===== src/rtl/rank_pkg.sv =====
package rank_pkg;
  // Source a cell loads from on an update.
  typedef enum logic [1:0] {
    MV_SELF  = 2'd0,
    MV_LOWER = 2'd1,
    MV_UPPER = 2'd2,
    MV_NEW   = 2'd3
  } cell_move_e;
endpackage


===== src/rtl/sr_cell.sv =====
module sr_cell
  import rank_pkg::*;
#(
  parameter int N   = 9,
  parameter int W   = 8,
  parameter int IDX = 0,
  localparam int AW = (N > 1) ? $clog2(N) : 1
) (
  input  logic          clk,
  input  logic          rst,
  input  logic          en,
  input  logic [W-1:0]  sample,
  input  logic          del_above,   // removed entry sits at a lower index
  input  logic [W-1:0]  up_val,      // neighbour IDX-1
  input  logic [AW-1:0] up_age,
  input  logic [W-1:0]  dn_val,      // neighbour IDX+1
  input  logic [AW-1:0] dn_age,
  output logic          del_here,
  output logic [W-1:0]  val,
  output logic [AW-1:0] age,
  output logic [W-1:0]  nxt_val
);
  localparam bit HAS_UP = (IDX > 0);
  localparam bit HAS_DN = (IDX < N - 1);

  cell_move_e mv;
  logic       at_or_below;
  logic       stay_ok;
  logic       from_up;
  logic [W-1:0]  pick_v;
  logic [AW-1:0] pick_a;

  assign del_here    = (age == AW'(N - 1));
  assign at_or_below = del_above | del_here;

  always_comb begin
    // Remaining entry i (deleted entry squeezed out) stays above the new sample?
    if (!at_or_below) stay_ok = (val >= sample);
    else              stay_ok = HAS_DN && (dn_val >= sample);
    // Remaining entry i-1 falls below the new sample?
    if (!del_above)   from_up = HAS_UP && !(up_val >= sample);
    else              from_up = HAS_UP && !(val >= sample);

    if (stay_ok)      mv = at_or_below ? MV_LOWER : MV_SELF;
    else if (from_up) mv = del_above ? MV_SELF : MV_UPPER;
    else              mv = MV_NEW;

    unique case (mv)
      MV_SELF:  begin pick_v = val;    pick_a = age + 1'b1;    end
      MV_LOWER: begin pick_v = dn_val; pick_a = dn_age + 1'b1; end
      MV_UPPER: begin pick_v = up_val; pick_a = up_age + 1'b1; end
      default:  begin pick_v = sample; pick_a = '0;            end
    endcase
  end

  assign nxt_val = en ? pick_v : val;

  always_ff @(posedge clk) begin
    if (rst) begin
      val <= '0;
      age <= AW'(IDX);
    end else if (en) begin
      val <= pick_v;
      age <= pick_a;
    end
  end

  // ages stay inside the window length
  a_r2_age_in_range: assert property (@(posedge clk) disable iff (rst)
    age <= AW'(N - 1));
endmodule


===== src/rtl/sr_fill_counter.sv =====
module sr_fill_counter #(
  parameter int N = 9,
  localparam int CW = $clog2(N + 1)
) (
  input  logic clk,
  input  logic rst,
  input  logic en,
  output logic full
);
  logic [CW-1:0] cnt;
  logic [CW-1:0] cnt_nx;

  assign cnt_nx = (en && cnt != CW'(N)) ? cnt + 1'b1 : cnt;

  always_ff @(posedge clk) begin
    if (rst) begin
      cnt  <= '0;
      full <= 1'b0;
    end else begin
      cnt  <= cnt_nx;
      full <= (cnt_nx == CW'(N));
    end
  end

  // once full, stays full
  a_r6_valid_stays: assert property (@(posedge clk) disable iff (rst)
    full |=> full);
endmodule


===== src/rtl/sorted_rank_filter.sv =====
module sorted_rank_filter #(
  parameter int N = 9,
  parameter int W = 8,
  localparam int AW = (N > 1) ? $clog2(N) : 1
) (
  input  logic           clk,
  input  logic           rst,
  input  logic           in_valid,
  input  logic [W-1:0]   in_sample,
  input  logic [AW-1:0]  rank_sel,
  output logic [N*W-1:0] sorted_flat,
  output logic [W-1:0]   rank_out,
  output logic           out_valid
);
  logic [W-1:0]  c_val [N];
  logic [AW-1:0] c_age [N];
  logic [W-1:0]  c_nxt [N];
  logic [N-1:0]  c_del;
  logic [N:0]    del_chain;
  logic [AW-1:0] sel_c;

  assign del_chain[0] = 1'b0;

  for (genvar i = 0; i < N; i++) begin : g_cell
    logic [W-1:0]  up_v, dn_v;
    logic [AW-1:0] up_a, dn_a;
    if (i > 0) begin : g_up
      assign up_v = c_val[i-1];
      assign up_a = c_age[i-1];
    end else begin : g_top
      assign up_v = '0;
      assign up_a = '0;
    end
    if (i < N - 1) begin : g_dn
      assign dn_v = c_val[i+1];
      assign dn_a = c_age[i+1];
    end else begin : g_bot
      assign dn_v = '0;
      assign dn_a = '0;
    end

    sr_cell #(.N(N), .W(W), .IDX(i)) u_cell (
      .clk(clk), .rst(rst), .en(in_valid), .sample(in_sample),
      .del_above(del_chain[i]),
      .up_val(up_v), .up_age(up_a), .dn_val(dn_v), .dn_age(dn_a),
      .del_here(c_del[i]), .val(c_val[i]), .age(c_age[i]),
      .nxt_val(c_nxt[i])
    );

    assign del_chain[i+1]       = del_chain[i] | c_del[i];
    assign sorted_flat[i*W +: W] = c_val[i];

    if (i < N - 1) begin : g_ord
      // neighbouring positions in descending order
      a_r1_sorted_desc: assert property (@(posedge clk) disable iff (rst)
        c_val[i] >= c_val[i+1]);
    end
  end

  assign sel_c = (rank_sel > AW'(N - 1)) ? AW'(N - 1) : rank_sel;

  always_ff @(posedge clk) begin
    if (rst) rank_out <= '0;
    else     rank_out <= c_nxt[sel_c];
  end

  sr_fill_counter #(.N(N)) u_fill (
    .clk(clk), .rst(rst), .en(in_valid), .full(out_valid)
  );

  // exactly one entry carries the oldest age
  a_r2_one_oldest: assert property (@(posedge clk) disable iff (rst)
    $onehot(c_del));
  // idle cycles leave the window untouched
  a_r3_hold_idle: assert property (@(posedge clk) disable iff (rst)
    !in_valid |=> $stable(sorted_flat));
endmodule


===== config.mk =====
export PLATFORM = sky130hd
export DESIGN_NAME = sorted_rank_filter
export DESIGN_NICKNAME = d
export VERILOG_FILES = /design/src/rtl/rank_pkg.sv /design/src/rtl/sr_cell.sv /design/src/rtl/sr_fill_counter.sv /design/src/rtl/sorted_rank_filter.sv
export SDC_FILE = /design/constraint.sdc
export NUM_CORES = 1
export LEC_CHECK = 0
export ABC_AREA = 1
export BUFFER_PORTS_ARGS = -buffer_cell sky130_fd_sc_hd__buf_2
export CELL_PAD_IN_SITES_DETAIL_PLACEMENT = 1
export CELL_PAD_IN_SITES_GLOBAL_PLACEMENT = 1
export CORE_MARGIN = 3
export CORE_UTILIZATION = 43
export CTS_BUF_LIST = sky130_fd_sc_hd__clkbuf_16
export DETAILED_ROUTE_END_ITERATION = 8
export GPL_ROUTABILITY_DRIVEN = 0
export GPL_TIMING_DRIVEN = 0
export PLACE_DENSITY = 0.84
export SYNTH_ARGS = -nofsm -noshare
export SYNTH_HDL_FRONTEND = slang
export SYNTH_SLANG_ARGS = --single-unit

===== constraint.sdc =====
create_clock -name clk -period 2.85 [get_ports clk]
set_input_delay 0.1425 -clock clk [delete_from_list [all_inputs] [get_ports clk]]
set_output_delay 0.1425 -clock clk [all_outputs]
set_load 0.005 [all_outputs]

After elaboration in Yosys (flattened, before gate mapping) --
Index checks and enable logic that the tools add are counted.
Cells by class: mux-type cells 83, bitwise gates (word level) 9, add/sub/neg operators 10, $lt $le $gt $ge 11, eq/ne operators 29, reductions and logical operators 19
Operators by type and width (number):
- one-hot mux 8 bit (3 select lines) | 9
- one-hot mux 4 bit (3 select lines) | 9
- two-way mux 8 bit | 11
- greater-or-equal comparator 8 bit | 9
- two-way mux 2 bit | 25
- adder 4 x 1 -> 4 bit, second input constant | 10
- == test 4 bit, second input constant | 10
- binary-select mux 8 bit (select 4 bit) | 1
- two-way mux 1 bit | 26
- == test 2 x 1 -> 1 bit, second input constant | 9
- == test 2 bit, second input constant | 9
- logical NOT 2 bit | 9
- logical NOT 1 bit | 9
- two-way mux 4 bit | 2
- OR 1 bit | 8
- greater-or-equal comparator 5 bit, second input constant | 1
- inverter 4 -> 5 bit | 1
- > comparator 4 bit, second input constant | 1
- != test 4 bit, second input constant | 1
- logical AND 1 bit | 1
Storage, ports and cells: word-level logic and storage cells 182, register bits after elaboration 121, bits of input ports 15, output and inout port bits 81

Longest topological paths before layout --
depth in word-level cells 17, depth in mapped cells 24, mapped depth without buffers 23

Modules after synthesis --
From an unflattened synthesis, not the netlist that was laid out.
Unflattened totals: cell total of the unflattened synthesis 2332, area, all modules 14450.1 um^2
By module, submodules not included:
- sr_cell at g_cell[5].u_cell | cells an instance 238, area each 1502.7 um^2, times used 1, sequential area each 240.2 um^2
- sr_cell at g_cell[4].u_cell | cells an instance 240, area each 1487.7 um^2, times used 1, sequential area each 240.2 um^2
- sr_cell at g_cell[6].u_cell | cells an instance 238, area each 1485.2 um^2, times used 1, sequential area each 240.2 um^2
- sr_cell at g_cell[1].u_cell | cells an instance 238, area each 1483.9 um^2, times used 1, sequential area each 240.2 um^2
- sr_cell at g_cell[2].u_cell | cells an instance 237, area each 1483.9 um^2, times used 1, sequential area each 240.2 um^2
- sr_cell at g_cell[7].u_cell | cells an instance 237, area each 1482.7 um^2, times used 1, sequential area each 240.2 um^2
- sr_cell at g_cell[3].u_cell | cells an instance 236, area each 1481.4 um^2, times used 1, sequential area each 240.2 um^2
- sr_cell at g_cell[0].u_cell | cells an instance 183, area each 1262.5 um^2, times used 1, sequential area each 240.2 um^2
- sr_cell at g_cell[8].u_cell | cells an instance 204, area each 1258.7 um^2, times used 1, sequential area each 240.2 um^2
- sorted_rank_filter | cells an instance 244, area each 1233.7 um^2, times used 1, sequential area each 160.2 um^2
- sr_fill_counter | cells an instance 37, area each 287.8 um^2, times used 1, sequential area each 100.1 um^2

Worst setup path before layout --
Ideal clock, no wire load.
kind input to register, start in in_sample[1], end reg rank_out[1], path slack 0.393 ns, required time 2.788 ns, stages on the path 21, buffers on the path 0, library setup time 0.062 ns, arrival time 2.396 ns, cells stage by stage clkinv_1 ha_1 nand2_1 nand3_1 nand2_1 nand2_1 nand2_1 nand2_1 nand2_2 nand2_1 nand2_1 nand2_1 nor2_4 nand2_1 nand3_1 nand2_1 nand3_1 nand3_1 nand2_1 nand2_1 nor2_2
On the way: cells in the longest elaborated chain, start to end 11, elaborated cells between the ends (all ways) 100, classes of those cells order compare (9); eq/ne (18); mux (55); reduce/logical (18)
RTL lines:
- start: declaration | line sorted_rank_filter.sv:9 | input logic [W-1:0] in_sample,
- greater-or-equal comparator 8 bit, on equally long branches
- logical NOT 1 bit, on equally long branches | line sr_cell.sv:41, sr_cell.sv:42
- two-way mux 1 bit | line sr_cell.sv:41 | if (!del_above) from_up = HAS_UP && !(up_val >= sample);
- two-way mux 2 bit | line sr_cell.sv:45 | else if (from_up) mv = del_above ? MV_SELF : MV_UPPER;
- two-way mux 2 bit | line sr_cell.sv:44 | if (stay_ok) mv = at_or_below ? MV_LOWER : MV_SELF;
- == test 2 bit, or another cell as far along | line sr_cell.sv:48 | unique case (mv)
- one-hot mux 8 bit (3 select lines) | line sr_cell.sv:48
- two-way mux 8 bit | line sr_cell.sv:56 | assign nxt_val = en ? pick_v : val;
- binary-select mux 8 bit (select 4 bit) * | line sorted_rank_filter.sv:64 | else rank_out <= c_nxt[sel_c];
- two-way mux 8 bit (not written as such) * (2 in a row) | line sorted_rank_filter.sv:64
- end signal: assignment | line sorted_rank_filter.sv:64
- end: declaration | line sorted_rank_filter.sv:12 | output logic [W-1:0] rank_out,
Mark *: on every way between the ends. The rest lies on a longest branch, timed or not. The select of a mux whose other input is x is not followed. A chain may end at the register's enable or synchronous reset.

Worst setup path in the final report --
start reg g_cell[7].u_cell.val[3], end reg rank_out[0]
On the way: cells in the longest elaborated chain, start to end 11, elaborated cells between the ends (all ways) 29, classes of those cells order compare (1); eq/ne (6); mux (18); reduce/logical (4)
RTL lines:
- start: declaration | line sr_cell.sv:19 | output logic [W-1:0] val,
- start signal: assignment | line sr_cell.sv:63 | val <= pick_v;
- greater-or-equal comparator 8 bit *
- logical NOT 1 bit | line sr_cell.sv:41, sr_cell.sv:42
- two-way mux 1 bit | line sr_cell.sv:41
- two-way mux 2 bit | line sr_cell.sv:45
- two-way mux 2 bit | line sr_cell.sv:44
- == test 2 bit, or another cell as far along | line sr_cell.sv:48
- one-hot mux 8 bit (3 select lines) | line sr_cell.sv:48
- two-way mux 8 bit | line sr_cell.sv:56
- binary-select mux 8 bit (select 4 bit) * | line sorted_rank_filter.sv:64
- two-way mux 8 bit (not written as such) * (2 in a row) | line sorted_rank_filter.sv:64
Marked as above.

==> flow_summary.toml <==
[pwr]
irDropWorstVdd_mv = 0.268
design_power_total_mw = 6.42
static-leakage-power_nw = 6.79
p_comb_share_pct = 33.8
internal_power_mw = 3.81
power.share.switching_pct = 40.6
net-switching-power_mw = 2.61
power.density_cell_area_nw_per_um2 = 481
seqPwrFrac_pct = 31.9
clk_network_pwr_share_pct = 34.3

[floorplanning]
initial_utilization_pct = 44.4
ioPinCount = 96
die_height_um = 163
core_region_area_um2 = 23900
die_width_um = 163
rows = 56
die_area_um2 = 26600

[job]
timing.max_cap.violations = 0

[worst_setup_path]
critPathMostFrequentCell = "sky130_fd_sc_hd__nand2_1"
critical_path_peak_fanout = 6
worst_endpoint_data_arrival_time_ns = 3.26
critical_path_cell_count = 18
critical_path_buf_inv_count = 2
critical-path-max-stage-delay_ns = 0.43
slowest_stage = "sky130_fd_sc_hd__dfxtp_1"
reg2regPathDepth = 18
crit_path_end_kind = "flop"
path_cells = "ha_1, nand2_1, o21bai_1, nand2_1, nand2_1, nand3_4, nand2_4, nand2_8, nor2_8, nand2_1, o21ai_0, inv_1, nand2_1, nand3_1, nand3_1, nand2_1, nand2_1, inv_1"
cp_data_required_time_ns = 3.20
start_kind = "flop"
timing_worst_setup_path_type = "flop to flop"
cp_top_family = "simple AND/OR/NAND/NOR gates"

[timing]
final_hold_viol_count = 0
timing.hold.ws_ns = 0.0815
slew_headroom_pct = 37.7
timing.final.crit_share_pct = 102
report.final.slew_viol_count = 0
setup_viol = 5
rsz0062_at_grt = "yes"
min_period_ns = 2.91
worst_slack_ns = -0.0642
worst_slew_pin_slew_ns = 0.931
fin_skew_ns = 0.0158
fmax_mhz = 343

[yosys]
syn_inst = 1692
cell_area_after_synthesis_um2 = 10600
synth_seq_area_share_pct = 22.8
synthTopCellsByArea = "sky130_fd_sc_hd__dfxtp_1 23%, sky130_fd_sc_hd__nand2_1 19%, sky130_fd_sc_hd__ha_1 11%"
count_of_state_elements_after_synthesis = 121
simple_gate_area_share_of_the_yosys_netlist_pct = 39.0
synth.area.mux_share_pct = 0
post-synth-top-area-fraction_pct = 22.8
synthesis.yosys.warnings = 0
post-synth-top-area-cell = "sky130_fd_sc_hd__dfxtp_1"
synthesized_net_count = 1799
yosys.cell_types.count = 46
avgSynthCellArea_um2 = 6.27
synth-adder-area-share_pct = 10.8
synth_top_family_by_area = "simple AND/OR/NAND/NOR gates"
synthXorXnorAreaFrac_pct = 1.73
synth_compound_area_share_pct = 15.7

[global_route]
grt_max_degree = 17
grt_antenna_before_repair = 0
grt_overflow = 0
grt_pass1_vias = 13300
grt_first_pass_wirelength_um = 76500
grt.total_usage_pct = 37.5

[cts]
clockBufferDepth = 2
cts_buffers = 17
tritoncts_num_sinks = 121
cts_tree = "built"
clk-insertion-delay-late_ns = 0.45
h_tree_levels = 4
clk_slew_on_worst_s_h_paths_ns = 0.07
hold_buffers = 0
cts_root_buffer = "sky130_fd_sc_hd__clkbuf_16"

[worst_hold_path]
worst_hold_path_type = "primary input to flop"
holdPathStages = 4

[detailed_routing]
drc = 0
viasPerCell = 6.30
detail_route_antenna_nets = 0
first_iter_violations = 1745
vias_after_detailed_routing = 13900
detail_route.wl_per_cell_um = 25.5
dr.pass1.iters = 6
wl_um = 56100

[final_layout]
final.fill_count = 3196
layout.cell_area.non_filler_um2 = 13300
finalNetCount = 1978
final_common_cell = "sky130_fd_sc_hd__nand2_1"
final_cell_mix = "487 x sky130_fd_sc_hd__nand2_1, 189 x sky130_fd_sc_hd__nand3_1, 188 x sky130_fd_sc_hd__inv_1"
n_antenna_cell = 0
syn2layout_area_growth_pct = 25.7
final_layout_size_suffix_gt1_share_pct = 23.2

[status]
status = "complete, but fails checks"
violations = "negative setup slack"

[placement]
place.detailed.hpwl_um = 36900
dpl-instance-area_um2 = 11500
pre_cts_ws_ns = -1.36
port-buffer-count = 95
worst paths after layout:
check / start / to / slack [ns]
setup / recovery: g_cell[7].u_cell.val[3]$_SDFF_PP0_ / rank_out[0]$_SDFF_PP0_ / -0.06
hold / removal: rst / g_cell[8].u_cell.val[2]$_SDFF_PP0_ / 0.08
setup reg to reg: g_cell[7].u_cell.val[3]$_SDFF_PP0_ / rank_out[0]$_SDFF_PP0_ / -0.06
hold reg to reg: g_cell[4].u_cell.age[3]$_SDFFE_PP0P_ / g_cell[4].u_cell.age[3]$_SDFFE_PP0P_ / 0.48
timing repair:
item	CTS	global route
endpoints found under the hold margin	0	0
gates resized for setup	104	148
pin swaps	8	54
cloned	0	1
endpoints found under the setup margin	104	20
setup buffers	30	36
worst register-to-register path: cells and delay by family, from the launching register on:
kind | cells | cell delay [ns]
buffers and inverters | 2 | 0.15
AO/OA/AOI/OAI | 2 | 0.37
adder cells (fa/ha/maj) | 1 | 0.29
flip-flops | 1 | 0.43
AND/OR/NAND/NOR | 13 | 1.57
synth_stat cells, drive strengths merged:
master and n:
nand3 223, xor2 15, nand2 547, a221oi 2, nor4 1, a211o 1
o21a 4, nand3b 14, clkinv 4, buf 14, o21ai 81, a22oi 1
o22ai 11, xnor2 6, a221o 1, a21oi 161, nor2 81, a21o 4
o211ai 13, o2bb2ai 4, ha 92, nor3 5, a31oi 1, o21bai 3
clkbuf 42, o221ai 9, nand4 21, dfxtp 121, inv 210
per-layer routing:
metal | GRT usage (%) | part of all wire, % | up-vias
li1 | - | - | 5962
met3 | 8.39 | 12 | 307
met1 | 47.8 | 37 | 6582
met2 | 57.7 | 43 | 1036
met5 | 0 | 0 | -
met4 | 22.8 | 7.5 | 0
power by group through the flow:
stage          Sequential [mW]  Combinational (mW)  Clock, mW
2_1_floorplan             1.98                1.17          0
3_3_place_gp              2.05                1.68          0
3_5_place_dp              2.05                1.76          0
4_1_cts                   2.02                1.88       2.15
5_1_grt                   2.05                2.33       2.23
6_report                  2.05                2.17       2.20
cells by family (layout without fill, tap and decap cells):
logic type / Yosys count / after routing
AO/OA/AOI/OAI: 296 / 296
XOR/XNOR: 21 / 21
adder cells (fa/ha/maj): 92 / 92
buffers and inverters: 270 / 462
flip-flops: 121 / 121
AND/OR/NAND/NOR: 892 / 892
flip-flops by register name, summed over array words and instances, names as in the netlist:
signal,cells
rank_out,8
g_cell.u_cell.age,36
u_fill.full,1
g_cell.u_cell.val,72
u_fill.cnt,4
layout make-up:
class                   count  area, um2  area share (%)
multi-input cells        1301       7690            57.7
plain buffers              54        274            2.05
well taps                 319        399            2.99
clock inverters            15        135            1.01
flip-flops and latches    121       2520            18.9
inverters                 214        853            6.40
repair buffers            162       1030            7.76
clock buffers              17        425            3.19
through the flow:
step / setup TNS, ns / utilization [%] / cells
after CTS: -0.0442 / 52.7 / 2166
after global routing: -1.03 / 55.8 / 2203
after detailed placement: -79.82 / 48.1 / 2106
after floorplan: 0 / - / 1692
after global placement: -69.17 / 48.1 / 2106
final: -0.171 / 55.8 / 2203
(Power assumes the default switching activity.)
